--- src/rtl/atu_pkg.sv ---
package atu_pkg;
  localparam int ADDR_W   = 32;
  localparam int REG_AW   = 8;
  localparam int N_TRAPS  = 2;
  localparam int MASK_LO  = 3;
  localparam int MASK_W   = 3;
  localparam int N_IRQ    = 16;
  localparam int STS_TRAP = 10;
  localparam int STS_IRQ  = 11;
  localparam int SMI_EN_BASE = 8;

  localparam logic [REG_AW-1:0] OFF_TRAP0  = 8'h38;
  localparam logic [REG_AW-1:0] OFF_DEVCTL = 8'h3C;
  localparam logic [REG_AW-1:0] OFF_IRQEN  = 8'h40;
  localparam logic [REG_AW-1:0] OFF_TRAP1  = 8'h44;
  localparam logic [REG_AW-1:0] OFF_DEVSTS = 8'h48;

  function automatic logic [REG_AW-1:0] trap_off(input int idx);
    return (idx == 0) ? OFF_TRAP0 : OFF_TRAP1;
  endfunction

  // Bits taking part in a compare: 31:2 minus any masked bit of 5:3.
  function automatic logic [ADDR_W-1:0] care_bits(input logic [MASK_W-1:0] msk);
    logic [ADDR_W-1:0] c;
    c = {{(ADDR_W-2){1'b1}}, 2'b00};
    for (int b = 0; b < MASK_W; b++)
      if (msk[b]) c[MASK_LO+b] = 1'b0;
    return c;
  endfunction

  function automatic logic addr_hit(input logic [ADDR_W-1:0] a,
                                    input logic [ADDR_W-1:0] tgt,
                                    input logic a_io, input logic tgt_io,
                                    input logic [MASK_W-1:0] msk);
    return (((a ^ tgt) & care_bits(msk)) == '0) && (a_io == tgt_io);
  endfunction
endpackage

--- src/rtl/atu_trap_slot.sv ---
module atu_trap_slot
  import atu_pkg::*;
(
  input  logic              clk,
  input  logic              rst_n,
  input  logic              wr_en,
  input  logic [31:0]       wdata,
  input  logic              bus_valid,
  input  logic [ADDR_W-1:0] bus_addr,
  input  logic              bus_is_io,
  input  logic              trap_en,
  input  logic [MASK_W-1:0] mask,
  output logic [31:0]       reg_value,
  output logic              hit
);
  logic [ADDR_W-3:0] addr_q;
  logic              io_q;
  logic              sts_q;
  logic              sw_clear;

  assign hit      = trap_en && bus_valid &&
                    addr_hit(bus_addr, {addr_q, 2'b00}, bus_is_io, io_q, mask);
  assign sw_clear = wr_en && wdata[1];

  always_ff @(posedge clk or negedge rst_n) begin
    if (!rst_n) begin
      addr_q <= '0;
      io_q   <= 1'b0;
      sts_q  <= 1'b0;
    end else begin
      if (wr_en) begin
        addr_q <= wdata[31:2];
        io_q   <= wdata[0];
      end
      if (hit)           sts_q <= 1'b1;
      else if (sw_clear) sts_q <= 1'b0;
    end
  end

  assign reg_value = {addr_q, sts_q, io_q};

  assert_sts_sets_R6: assert property (@(posedge clk) disable iff (!rst_n)
    hit |=> sts_q);
  assert_write0_keeps_R6: assert property (@(posedge clk) disable iff (!rst_n)
    (wr_en && !wdata[1] && sts_q) |=> sts_q);
  assert_set_wins_R7: assert property (@(posedge clk) disable iff (!rst_n)
    (hit && sw_clear) |=> sts_q);
  assert_disabled_quiet_R3: assert property (@(posedge clk) disable iff (!rst_n)
    (!trap_en && !sw_clear && !sts_q) |=> !sts_q);
endmodule

--- src/rtl/atu_irq_fold.sv ---
module atu_irq_fold
  import atu_pkg::*;
(
  input  logic             clk,
  input  logic             rst_n,
  input  logic             wr_en,
  input  logic [N_IRQ-1:0] wdata,
  input  logic [N_IRQ-1:0] irq_req,
  output logic [N_IRQ-1:0] en_value,
  output logic             pend
);
  logic [N_IRQ-1:0] en_q;

  always_ff @(posedge clk or negedge rst_n) begin
    if (!rst_n)     en_q <= '0;
    else if (wr_en) en_q <= wdata;
  end

  assign en_value = en_q;
  assign pend     = |(irq_req & en_q);

  assert_en_load_R9: assert property (@(posedge clk) disable iff (!rst_n)
    wr_en |=> (en_value == $past(wdata)));
endmodule

--- src/rtl/atu_smi_gen.sv ---
module atu_smi_gen (
  input  logic       clk,
  input  logic       rst_n,
  input  logic       wr_en,
  input  logic [1:0] wclr,
  input  logic       trap_evt,
  input  logic       irq_evt,
  input  logic [1:0] smi_en,
  output logic [1:0] sts_value,
  output logic       smi_n
);
  logic [1:0] sts_q;
  logic [1:0] set_v;
  logic       smi_n_q;
  logic       want_smi;

  assign set_v    = {irq_evt, trap_evt};
  assign want_smi = |(sts_q & smi_en);

  always_ff @(posedge clk or negedge rst_n) begin
    if (!rst_n) begin
      sts_q   <= '0;
      smi_n_q <= 1'b1;
    end else begin
      for (int k = 0; k < 2; k++) begin
        if (set_v[k])                 sts_q[k] <= 1'b1;
        else if (wr_en && wclr[k])    sts_q[k] <= 1'b0;
      end
      smi_n_q <= !want_smi;
    end
  end

  assign sts_value = sts_q;
  assign smi_n     = smi_n_q;

  assert_trap_sts_R8: assert property (@(posedge clk) disable iff (!rst_n)
    trap_evt |=> sts_value[0]);
  assert_irq_sts_R9: assert property (@(posedge clk) disable iff (!rst_n)
    irq_evt |=> sts_value[1]);
  assert_smi_low_R10: assert property (@(posedge clk) disable iff (!rst_n)
    (|(sts_value & smi_en)) |=> !smi_n);
  assert_smi_release_R11: assert property (@(posedge clk) disable iff (!rst_n)
    !(|(sts_value & smi_en)) |=> smi_n);
endmodule

--- src/rtl/addr_trap_unit.sv ---
module addr_trap_unit
  import atu_pkg::*;
(
  input  logic              clk,
  input  logic              rst_n,
  input  logic              reg_wen,
  input  logic [REG_AW-1:0] reg_addr,
  input  logic [31:0]       reg_wdata,
  output logic [31:0]       reg_rdata,
  input  logic              bus_valid,
  input  logic [ADDR_W-1:0] bus_addr,
  input  logic              bus_is_io,
  input  logic [N_IRQ-1:0]  irq_req,
  output logic              smi_n
);
  localparam int CTL_STRIDE = 1 + MASK_W;

  logic [31:0]      devctl_q;
  logic [31:0]      trap_val [N_TRAPS];
  logic [N_TRAPS-1:0] trap_hit;
  logic [N_IRQ-1:0] irq_en_val;
  logic             irq_pend;
  logic [1:0]       dev_sts;

  always_ff @(posedge clk or negedge rst_n) begin
    if (!rst_n)                                 devctl_q <= '0;
    else if (reg_wen && reg_addr == OFF_DEVCTL) devctl_q <= reg_wdata;
  end

  for (genvar i = 0; i < N_TRAPS; i++) begin : g_trap
    atu_trap_slot u_slot (
      .clk       (clk),
      .rst_n     (rst_n),
      .wr_en     (reg_wen && reg_addr == trap_off(i)),
      .wdata     (reg_wdata),
      .bus_valid (bus_valid),
      .bus_addr  (bus_addr),
      .bus_is_io (bus_is_io),
      .trap_en   (devctl_q[CTL_STRIDE*i]),
      .mask      (devctl_q[CTL_STRIDE*i+1 +: MASK_W]),
      .reg_value (trap_val[i]),
      .hit       (trap_hit[i])
    );
  end

  atu_irq_fold u_irq (
    .clk      (clk),
    .rst_n    (rst_n),
    .wr_en    (reg_wen && reg_addr == OFF_IRQEN),
    .wdata    (reg_wdata[N_IRQ-1:0]),
    .irq_req  (irq_req),
    .en_value (irq_en_val),
    .pend     (irq_pend)
  );

  atu_smi_gen u_smi (
    .clk       (clk),
    .rst_n     (rst_n),
    .wr_en     (reg_wen && reg_addr == OFF_DEVSTS),
    .wclr      (reg_wdata[STS_IRQ:STS_TRAP]),
    .trap_evt  (|trap_hit),
    .irq_evt   (irq_pend),
    .smi_en    (devctl_q[SMI_EN_BASE+STS_IRQ:SMI_EN_BASE+STS_TRAP]),
    .sts_value (dev_sts),
    .smi_n     (smi_n)
  );

  always_comb begin
    unique case (reg_addr)
      OFF_TRAP0:  reg_rdata = trap_val[0];
      OFF_TRAP1:  reg_rdata = trap_val[1];
      OFF_DEVCTL: reg_rdata = devctl_q;
      OFF_IRQEN:  reg_rdata = {{(32-N_IRQ){1'b0}}, irq_en_val};
      OFF_DEVSTS: reg_rdata = {{(32-STS_IRQ-1){1'b0}}, dev_sts, {STS_TRAP{1'b0}}};
      default:    reg_rdata = '0;
    endcase
  end

  assert_unmapped_zero_R12: assert property (@(posedge clk) disable iff (!rst_n)
    (reg_addr == 8'h50) |-> (reg_rdata == '0));
  assert_smi_idle_reset_R1: assert property (@(posedge clk) disable iff (!rst_n)
    $rose(rst_n) |-> smi_n);
endmodule

--- config.mk ---
export PLATFORM = sky130hd
export DESIGN_NAME = addr_trap_unit
export DESIGN_NICKNAME = d
export VERILOG_FILES = /design/src/rtl/atu_pkg.sv /design/src/rtl/atu_trap_slot.sv /design/src/rtl/atu_irq_fold.sv /design/src/rtl/atu_smi_gen.sv /design/src/rtl/addr_trap_unit.sv
export SDC_FILE = /design/constraint.sdc
export NUM_CORES = 1
export LEC_CHECK = 0
export ABC_AREA = 0
export BUFFER_PORTS_ARGS = -buffer_cell sky130_fd_sc_hd__buf_2
export CORE_AREA = 10 10 121 123
export CTS_CLUSTER_SIZE = 25
export DETAILED_ROUTE_END_ITERATION = 10
export DIE_AREA = 0 0 131 133
export PLACE_DENSITY = 0.7
export SLEW_MARGIN = 40
export SYNTH_ARGS = -nofsm -noshare
export SYNTH_HDL_FRONTEND = slang
export SYNTH_SLANG_ARGS = --single-unit
--- constraint.sdc ---
create_clock -name clk -period 2.16 [get_ports clk]
set_clock_uncertainty 0.1 [all_clocks]
set_input_delay 0.216 -clock clk [delete_from_list [all_inputs] [get_ports clk]]
set_output_delay 0.216 -clock clk [all_outputs]
set_load 0.02 [all_outputs]
# == Yosys cells after proc, flatten, opt, wreduce, memory -nomap -nowiden ==
# Cells that the tools add are included.
# classes
n_bitwise,6
muxes,15
eq_ne,7
n_reduce_logical,25
# ops
cell,n
one-hot mux 32 bit (5 select lines),1
bitwise AND 32 bit,2
logical NOT 32 bit,2
bitwise XOR 32 bit,2
== test 8 x 7 -> 1 bit (second input constant),3
bitwise AND 16 bit,1
== test 8 x 6 -> 1 bit (second input constant),2
OR reduction 16 bit,1
logical AND 1 bit,15
2-to-1 mux 1 bit,14
nonzero test 2 bit,4
OR reduction 2 bit,2
bitwise AND 2 bit,1
== test 1 bit,2
logical NOT 1 bit,1
# word_totals
word_cells,64
out_inout_bits,33
ff_bits,115
input_bits,93

# == Logic depth before layout (Yosys ltp) ==
# Gate-level depths: netlist (run 1).
# logic_depth
depth_word,7
depth_mapped,7
mapped_depth_nobuf,5

# == Hierarchy ==
# From an unflattened synthesis (run 1), not the netlist that was laid out.
# unflattened
cells_unflattened,500
hier_area_um2,6211.0
# modules_own_cells
module,instances,cells_per_inst,seq_area_each_um2,area_each_um2
atu_trap_slot,2,115,800.8,1555.2
addr_trap_unit,1,219,800.8,2268.4
atu_irq_fold,1,43,400.4,725.7
atu_smi_gen,1,8,76.3,106.4

# == Worst setup path before layout (run 1) ==
# OpenSTA, ideal clock, no wires.
# synth_path
kind,in2out
startpoint,input reg_addr[7]
endpoint,output reg_rdata[0]
cell_stages,6
arrival_time_ps,1740
path_slack_ps,104
path_cell_list,or3_1 -> buf_2 -> nor4b_4 -> clkbuf_1 -> a222oi_1 -> nand2_1
# synth_between
elab_chain_cells,2
elab_cells_between_ends,6
# synth_lines
element,line_no,source
start: declaration,addr_trap_unit.sv:7,"input logic [REG_AW-1:0] reg_addr,"
== test 8 x 7 -> 1 bit or == test 8 x 6 -> 1 bit (tied branches),addr_trap_unit.sv:69,unique case (reg_addr)
one-hot mux 32 bit (5 select lines) *,addr_trap_unit.sv:69,
end: declaration,addr_trap_unit.sv:9,"output logic [31:0] reg_rdata,"
# Every way passes the cells marked *; elsewhere a longest branch is shown, timed or not.

# == Final worst setup path (run 1) ==
# layout_path
startpoint,input reg_addr[7]
endpoint,output reg_rdata[11]
# Same word-level chain as after synthesis.

==> impl_metrics.py, run 1 <==
metrics = {
    "die": {
        "die-area_um2": 17400,
        "ios": 126,
        "start_util_pct": 46.0,
        "rows": 41,
        "die_height_um": 133,
        "die_w_um": 131,
        "core_area_um2": 12400,
    },
    "min_path": {
        "hold_depth": 3,
        "min_path_type": "input pin to flip-flop",
        "min_from": "reg_wdata[10]",
    },
    "cts": {
        "clk_latency_ns": 0.41,
        "cts_root_buf": "clkbuf_16",
        "cts_max_level": 4,
        "clk_path_buf_depth": 2,
        "cts_tree": "done",
        "cts_sinks": 115,
        "cts-buffers-inserted": 17,
        "clkTransAtPathRegs_ns": 0.05,
    },
    "cells_and_area": {
        "antennaDiodeCount": 0,
        "final_core_util_pct": 62.6,
        "stdcell_area_um2": 7740,
        "layout_commonest_cell": "dfrtp_1",
        "nNetsFinal": 731,
        "area_growth_pct": 36.3,
        "layout_common_cells": "114 x dfrtp_1, 112 x buf_2, 75 x mux2_2",
        "drive_gt1_share_pct": 41.1,
    },
    "synth": {
        "synth_top_family_by_area": "multiplexers",
        "synth-compound-area-share_pct": 8.98,
        "syn_area_per_cell_um2": 12.4,
        "yosys_warnings": 0,
        "synth-simple-area-share_pct": 8.02,
        "synthAdderAreaFrac_pct": 0,
        "synthXorXnorAreaFrac_pct": 9.56,
        "synth_cell_type_count": 31,
        "yosysSeqAreaShare_pct": 50.7,
        "synthMuxAreaShare_pct": 19.8,
        "syn_area_um2": 5680,
        "ys_seq_elements": 115,
        "syn-num-nets": 552,
        "synth_cells": 459,
    },
    "critical_path": {
        "slowest_delay_ns": 0.43,
        "worst-path-buf-inv": 4,
        "cp.arrival_ns": 1.81,
        "r2r_cells": 5,
        "startpoint_type": "input pin",
        "r2r-start": "g_trap[1].u_slot.addr_q[11]$_DFFE_PN0P_",
        "cp-startpoint": "reg_addr[7]",
        "cp.depth": 8,
        "crit_fanout": 4,
        "cp-end-kind": "output port",
        "slowest_stage": "or3_4",
        "required_ns": 1.84,
        "crit_chain": "buf_2, or3_4, nor4_4, buf_4, buf_4, a222oi_1, nand2_1, buf_2",
        "critPathKind": "input pin to output port",
        "crit_family": "simple AND/OR/NAND/NOR gates",
    },
    "power_and_ir_drop": {
        "power_mw": 5.79,
        "pwr_density_cell_nw_per_um2": 747,
        "p_leak_nw": 4.15,
        "peakVddDrop_mv": 0.498,
    },
    "route": {
        "wl_per_cell_um": 21.1,
        "first_iter_violations": 430,
        "wirelength_mm": 17.4,
        "route.detailed.drc": 0,
        "drtPass1Iterations": 7,
        "drtAntennaViolNets": 0,
        "routed-via-count": 4565,
        "via_per_inst": 5.55,
    },
    "timing": {
        "rsz0062_at_grt": "yes",
        "worst_pin_slew_ns": 0.494,
        "finalCriticalPeriod_ns": 2.13,
        "hold_ws_ns": 0.0687,
        "period_share_pct": 98.5,
        "setup_slack_ns": 0.0335,
        "drv_slew": 0,
        "hold_viol": 0,
        "setup_viol": 0,
        "fmax_mhz": 470,
        "maxSlewHeadroom_pct": 66.7,
    },
    "global_route": {
        "grt_antenna_before_repair": 1,
        "grt_max_degree": 47,
        "overflow": 0,
        "grt_usage_pct": 20.5,
        "grt_pass1_wl_mm": 27.3,
        "grt_pass1_vias": 5030,
    },
    "run_status": {
        "status": "finished clean",
    },
    "place": {
        "gp_congestion": 0.874,
        "dp_hpwl_mm": 12.7,
        "place_area_um2": 6740,
        "numPortBuffers": 123,
        "pre_cts_ws_ns": -0.0712,
    },
    "flow_run": {
        "cap_violations": 0,
    },
}
-- metal layers --
metal	wire length, um	global-route usage [%]	share of wire (%)	up-vias
met5	13	0	0.075	-
met4	326	7.79	1.9	2
met3	1330	5.59	7.7	23
met2	8840	34.4	51	197
met1	6860	24.2	39	2284
li1	-	-	-	2059
-- power by group --
| group | internal, mW | switching [mW] |
|---|---|---|
| Clock | 2.00 | 0.949 |
| Combinational | 0.244 | 0.245 |
| Sequential | 2.26 | 0.0879 |
-- registers in the layout, summed over array words and instances, names as in the netlist --
| signal | cells |
|---|---|
| devctl_q | 32 |
| u_smi.smi_n | 1 |
| u_smi.sts_value | 2 |
| g_trap.u_slot.addr_q | 60 |
| g_trap.u_slot.sts_q | 2 |
| g_trap.u_slot.io_q | 2 |
| u_irq.en_value | 16 |
-- cells by family after synthesis --
kind of cell | Yosys count
DFF | 115
buffers and inverters | 41
muxes | 100
xor gates and xnor gates | 62
AOI/OAI and AO/OA | 61
and+or+nand+nor | 80
-- worst paths after layout --
path | end | slack [ns]
setup / recovery | reg_rdata[11] | 0.03
hold / removal | g_trap[1].u_slot.addr_q[8]$_DFFE_PN0P_ | 0.07
setup reg to reg | u_smi.sts_value[0]$_DFFE_PN0P_ | 0.12
hold reg to reg | u_smi.smi_n$_DFF_PN1_ | 0.37
max in group asynchronous | u_smi.smi_n$_DFF_PN1_ | 1.13
min in group asynchronous | devctl_q[30]$_DFFE_PN0P_ | 0.21
-- synth_stat cells (all sizes together) --
library cell | number | share of area [%]
mux2 | 100 | 20
and3 | 1 | 0.11
a22oi | 5 | 0.66
xnor2 | 8 | 1.2
clkbuf | 10 | 0.66
a222oi | 32 | 5.6
dfstp | 1 | 0.46
nor4 | 15 | 2.4
o21ai | 14 | 1.2
nand4 | 3 | 0.33
inv | 19 | 1.3
o22ai | 2 | 0.22
nand2b | 1 | 0.11
xor2 | 54 | 8.3
nor3 | 3 | 0.26
dfrtp | 114 | 50
a22o | 3 | 0.46
nor4b | 1 | 0.42
o2111ai | 2 | 0.31
or4 | 2 | 0.26
a221oi | 3 | 0.46
nand2 | 49 | 3.5
nand3 | 3 | 0.26
buf | 12 | 1.0
or3 | 1 | 0.11
or3b | 1 | 0.20
-- worst reg2reg max path: stages (launching register included) --
cell and delay [ns]:
dfrtp_1 0.40, xor2_1 0.20, nor4_1 0.49, nand3_1 0.16, or4_1 0.52, nand3_1 0.10
-- metrics by stage --
step                cells  setup TNS [ns]
floorplan             459               0
global placement      758          -0.506
detailed placement    758           -1.50
CTS                   821               0
global route          822         -0.0530
finish                822               0
-- area by class of cell --
class,count,area [um^2]
Fill cell,944,4620
Clock inverter,10,155
Sequential cell,115,2880
Clock buffer,21,470
Inverter,19,71.3
Multi-Input combinational cell,303,2650
Timing Repair Buffer,182,1310
Tap cell,172,215
-- what timing repair did --
| item | CTS | global route |
|---|---|---|
| hold endpoints to repair | 122 | 0 |
| buffers inserted | 0 | 1 |
| hold buffers | 32 | 0 |
| pin swaps | 0 | 1 |
| endpoints found under the setup margin | 22 | 10 |
| gates resized for setup | 3 | 13 |
No activity file was read; power rests on OpenSTA's default activity.
==> run 2, diff against run 1 <==
- PLACE_DENSITY: 0.7 -> 0.73
- clock period: 2.16 -> 1.8 ns (I/O delays scaled with it)
==> impl_metrics.py, run 2 (synthesis results as in run 1) <==
metrics = {
    "cells_and_area": {
        "finalNonFillerCells": 860,
        "area_growth_pct": 48.2,
        "nNetsFinal": 768,
        "largest_reg_flops": 60,
        "largest-register": "g_trap.u_slot.addr_q",
        "antennaDiodeCount": 0,
        "ff_latch_area_um2": 2880,
        "drive_gt1_share_pct": 45.8,
        "layout_common_cells": "114 x dfrtp_1, 87 x buf_2, 75 x mux2_2",
        "nFillCells": 837,
        "layout_commonest_cell": "dfrtp_1",
        "multi_input_area_um2": 2710,
    },
    "timing": {
        "fmax_mhz": 492,
        "hold_ws_ns": 0.0342,
        "worst_pin_slew_ns": 0.495,
        "finalCriticalPeriod_ns": 2.03,
        "hold_viol": 0,
        "setup_slack_ns": -0.232,
        "setup_viol": 35,
        "period_share_pct": 113,
        "drv_slew": 0,
        "rsz0062_at_grt": "yes",
        "maxSlewHeadroom_pct": 67.0,
    },
    "route": {
        "first_iter_violations": 479,
        "routed-via-count": 4858,
        "wirelength_mm": 19.4,
        "drtAntennaViolNets": 0,
        "route.detailed.drc": 0,
        "drtPass1Iterations": 6,
        "via_per_inst": 5.65,
        "wl_per_cell_um": 22.6,
    },
    "global_route": {
        "grt_antenna_before_repair": 0,
        "overflow": 0,
        "grt_usage_pct": 22.4,
        "grt_pass1_wl_mm": 29.7,
        "grt_max_degree": 36,
        "grt_pass1_vias": 5418,
    },
    "critical_path": {
        "crit_fanout": 10,
        "startpoint_type": "input pin",
        "cp.arrival_ns": 1.75,
        "required_ns": 1.52,
        "cp-end-kind": "output port",
        "critPathKind": "input pin to output port",
    },
    "power_and_ir_drop": {
        "peakVddDrop_mv": 0.497,
        "p_leak_nw": 4.42,
        "pwr_density_cell_nw_per_um2": 859,
        "power_mw": 7.24,
    },
    "cts": {
        "cts-buffers-inserted": 17,
        "cts_root_buf": "clkbuf_16",
        "clk_latency_ns": 0.42,
        "cts_max_level": 4,
        "clkTransAtPathRegs_ns": 0.05,
        "cts_sinks": 115,
        "clk_path_buf_depth": 2,
        "cts_tree": "done",
    },
    "place": {
        "dp_hpwl_mm": 12.8,
        "numPortBuffers": 123,
        "gp_congestion": 0.853,
        "dp.cells": 783,
    },
    "die": {
        "die-area_um2": 17400,
        "start_util_pct": 46.0,
        "die_w_um": 131,
        "ios": 126,
        "rows": 41,
        "die_height_um": 133,
        "core_area_um2": 12400,
    },
    "run_status": {
        "status": "finished, violations left",
        "violations": "setup timing",
    },
    "min_path": {
        "min_path_type": "input pin to flip-flop",
    },
    "flow_run": {
        "cap_violations": 0,
    },
}
-- run 2: area by class of cell --
| class | count | share of cell area [%] |
|---|---|---|
| Sequential cell | 115 | 34.2 |
| Multi-Input combinational cell | 303 | 32.2 |
| Timing Repair Buffer | 219 | 22.5 |
| Clock buffer | 22 | 5.63 |
| Tap cell | 172 | 2.56 |
| Clock inverter | 10 | 2.11 |
| Inverter | 19 | 0.847 |
-- run 2: final timing paths --
path                                                         start                                      end  slack, ns  cells past startpoint
max in group asynchronous                                    rst_n                    u_smi.smi_n$_DFF_PN1_       0.81                      3
hold / removal                                       reg_wdata[11]   g_trap[0].u_slot.addr_q[9]$_DFFE_PN0P_       0.03                      3
setup / recovery                                       reg_addr[0]                             reg_rdata[0]      -0.23                      8
setup reg to reg           g_trap[0].u_slot.addr_q[16]$_DFFE_PN0P_           u_smi.sts_value[0]$_DFFE_PN0P_      -0.15                      6
hold reg to reg                           devctl_q[18]$_DFFE_PN0P_                    u_smi.smi_n$_DFF_PN1_       0.39                      1
min in group asynchronous                                    rst_n  g_trap[1].u_slot.addr_q[27]$_DFFE_PN0P_       0.16                      2
-- run 2: stage by stage --
stage                     util (%)  setup TNS, ns  instance area (um^2)  setup slack [ns]
after floorplan                  -         -11.91                  5820            -0.152
after global placement        56.4         -36.77                  6980            -0.299
after detailed placement      56.4         -41.37                  6980            -0.361
after CTS                     68.0          -5.44                  8400            -0.194
after global routing          68.1          -7.14                  8420            -0.251
final                         68.1          -5.67                  8420            -0.232
-- run 2: power breakdown --
group,switching [mW],internal (mW),leakage (nW)
combinational,0.341,0.349,2.53
clock,1.18,2.56,0.320
sequential,0.104,2.71,1.58
-- run 2: repair_timing --
| action | CTS | global route |
|---|---|---|
| endpoints found under the setup margin | 35 | 48 |
| pin swaps | 6 | 18 |
| hold endpoints to repair | 154 | 0 |
| gates resized for setup | 79 | 7 |
| buffers inserted | 8 | 2 |
| hold buffers | 34 | 0 |
| cloned | 3 | 1 |
-- run 2: critical path, cell delays in order --
cell	delay (ns)
buf_6	0.09
or3_4	0.44
nor4_4	0.31
buf_6	0.21
buf_12	0.15
a222oi_1	0.09
nand2_1	0.14
buf_6	0.14
-- run 2: per-layer routing --
layer / part of all wire [%] / wire, um / up-vias / track usage [%]
met2: 50 / 9640 / 249 / 37.1
met5: 0 / 0 / - / 0
li1: - / - / 2139 / -
met3: 7.5 / 1450 / 40 / 5.79
met1: 40 / 7770 / 2430 / 26.5
met4: 2.7 / 524 / 0 / 10.0
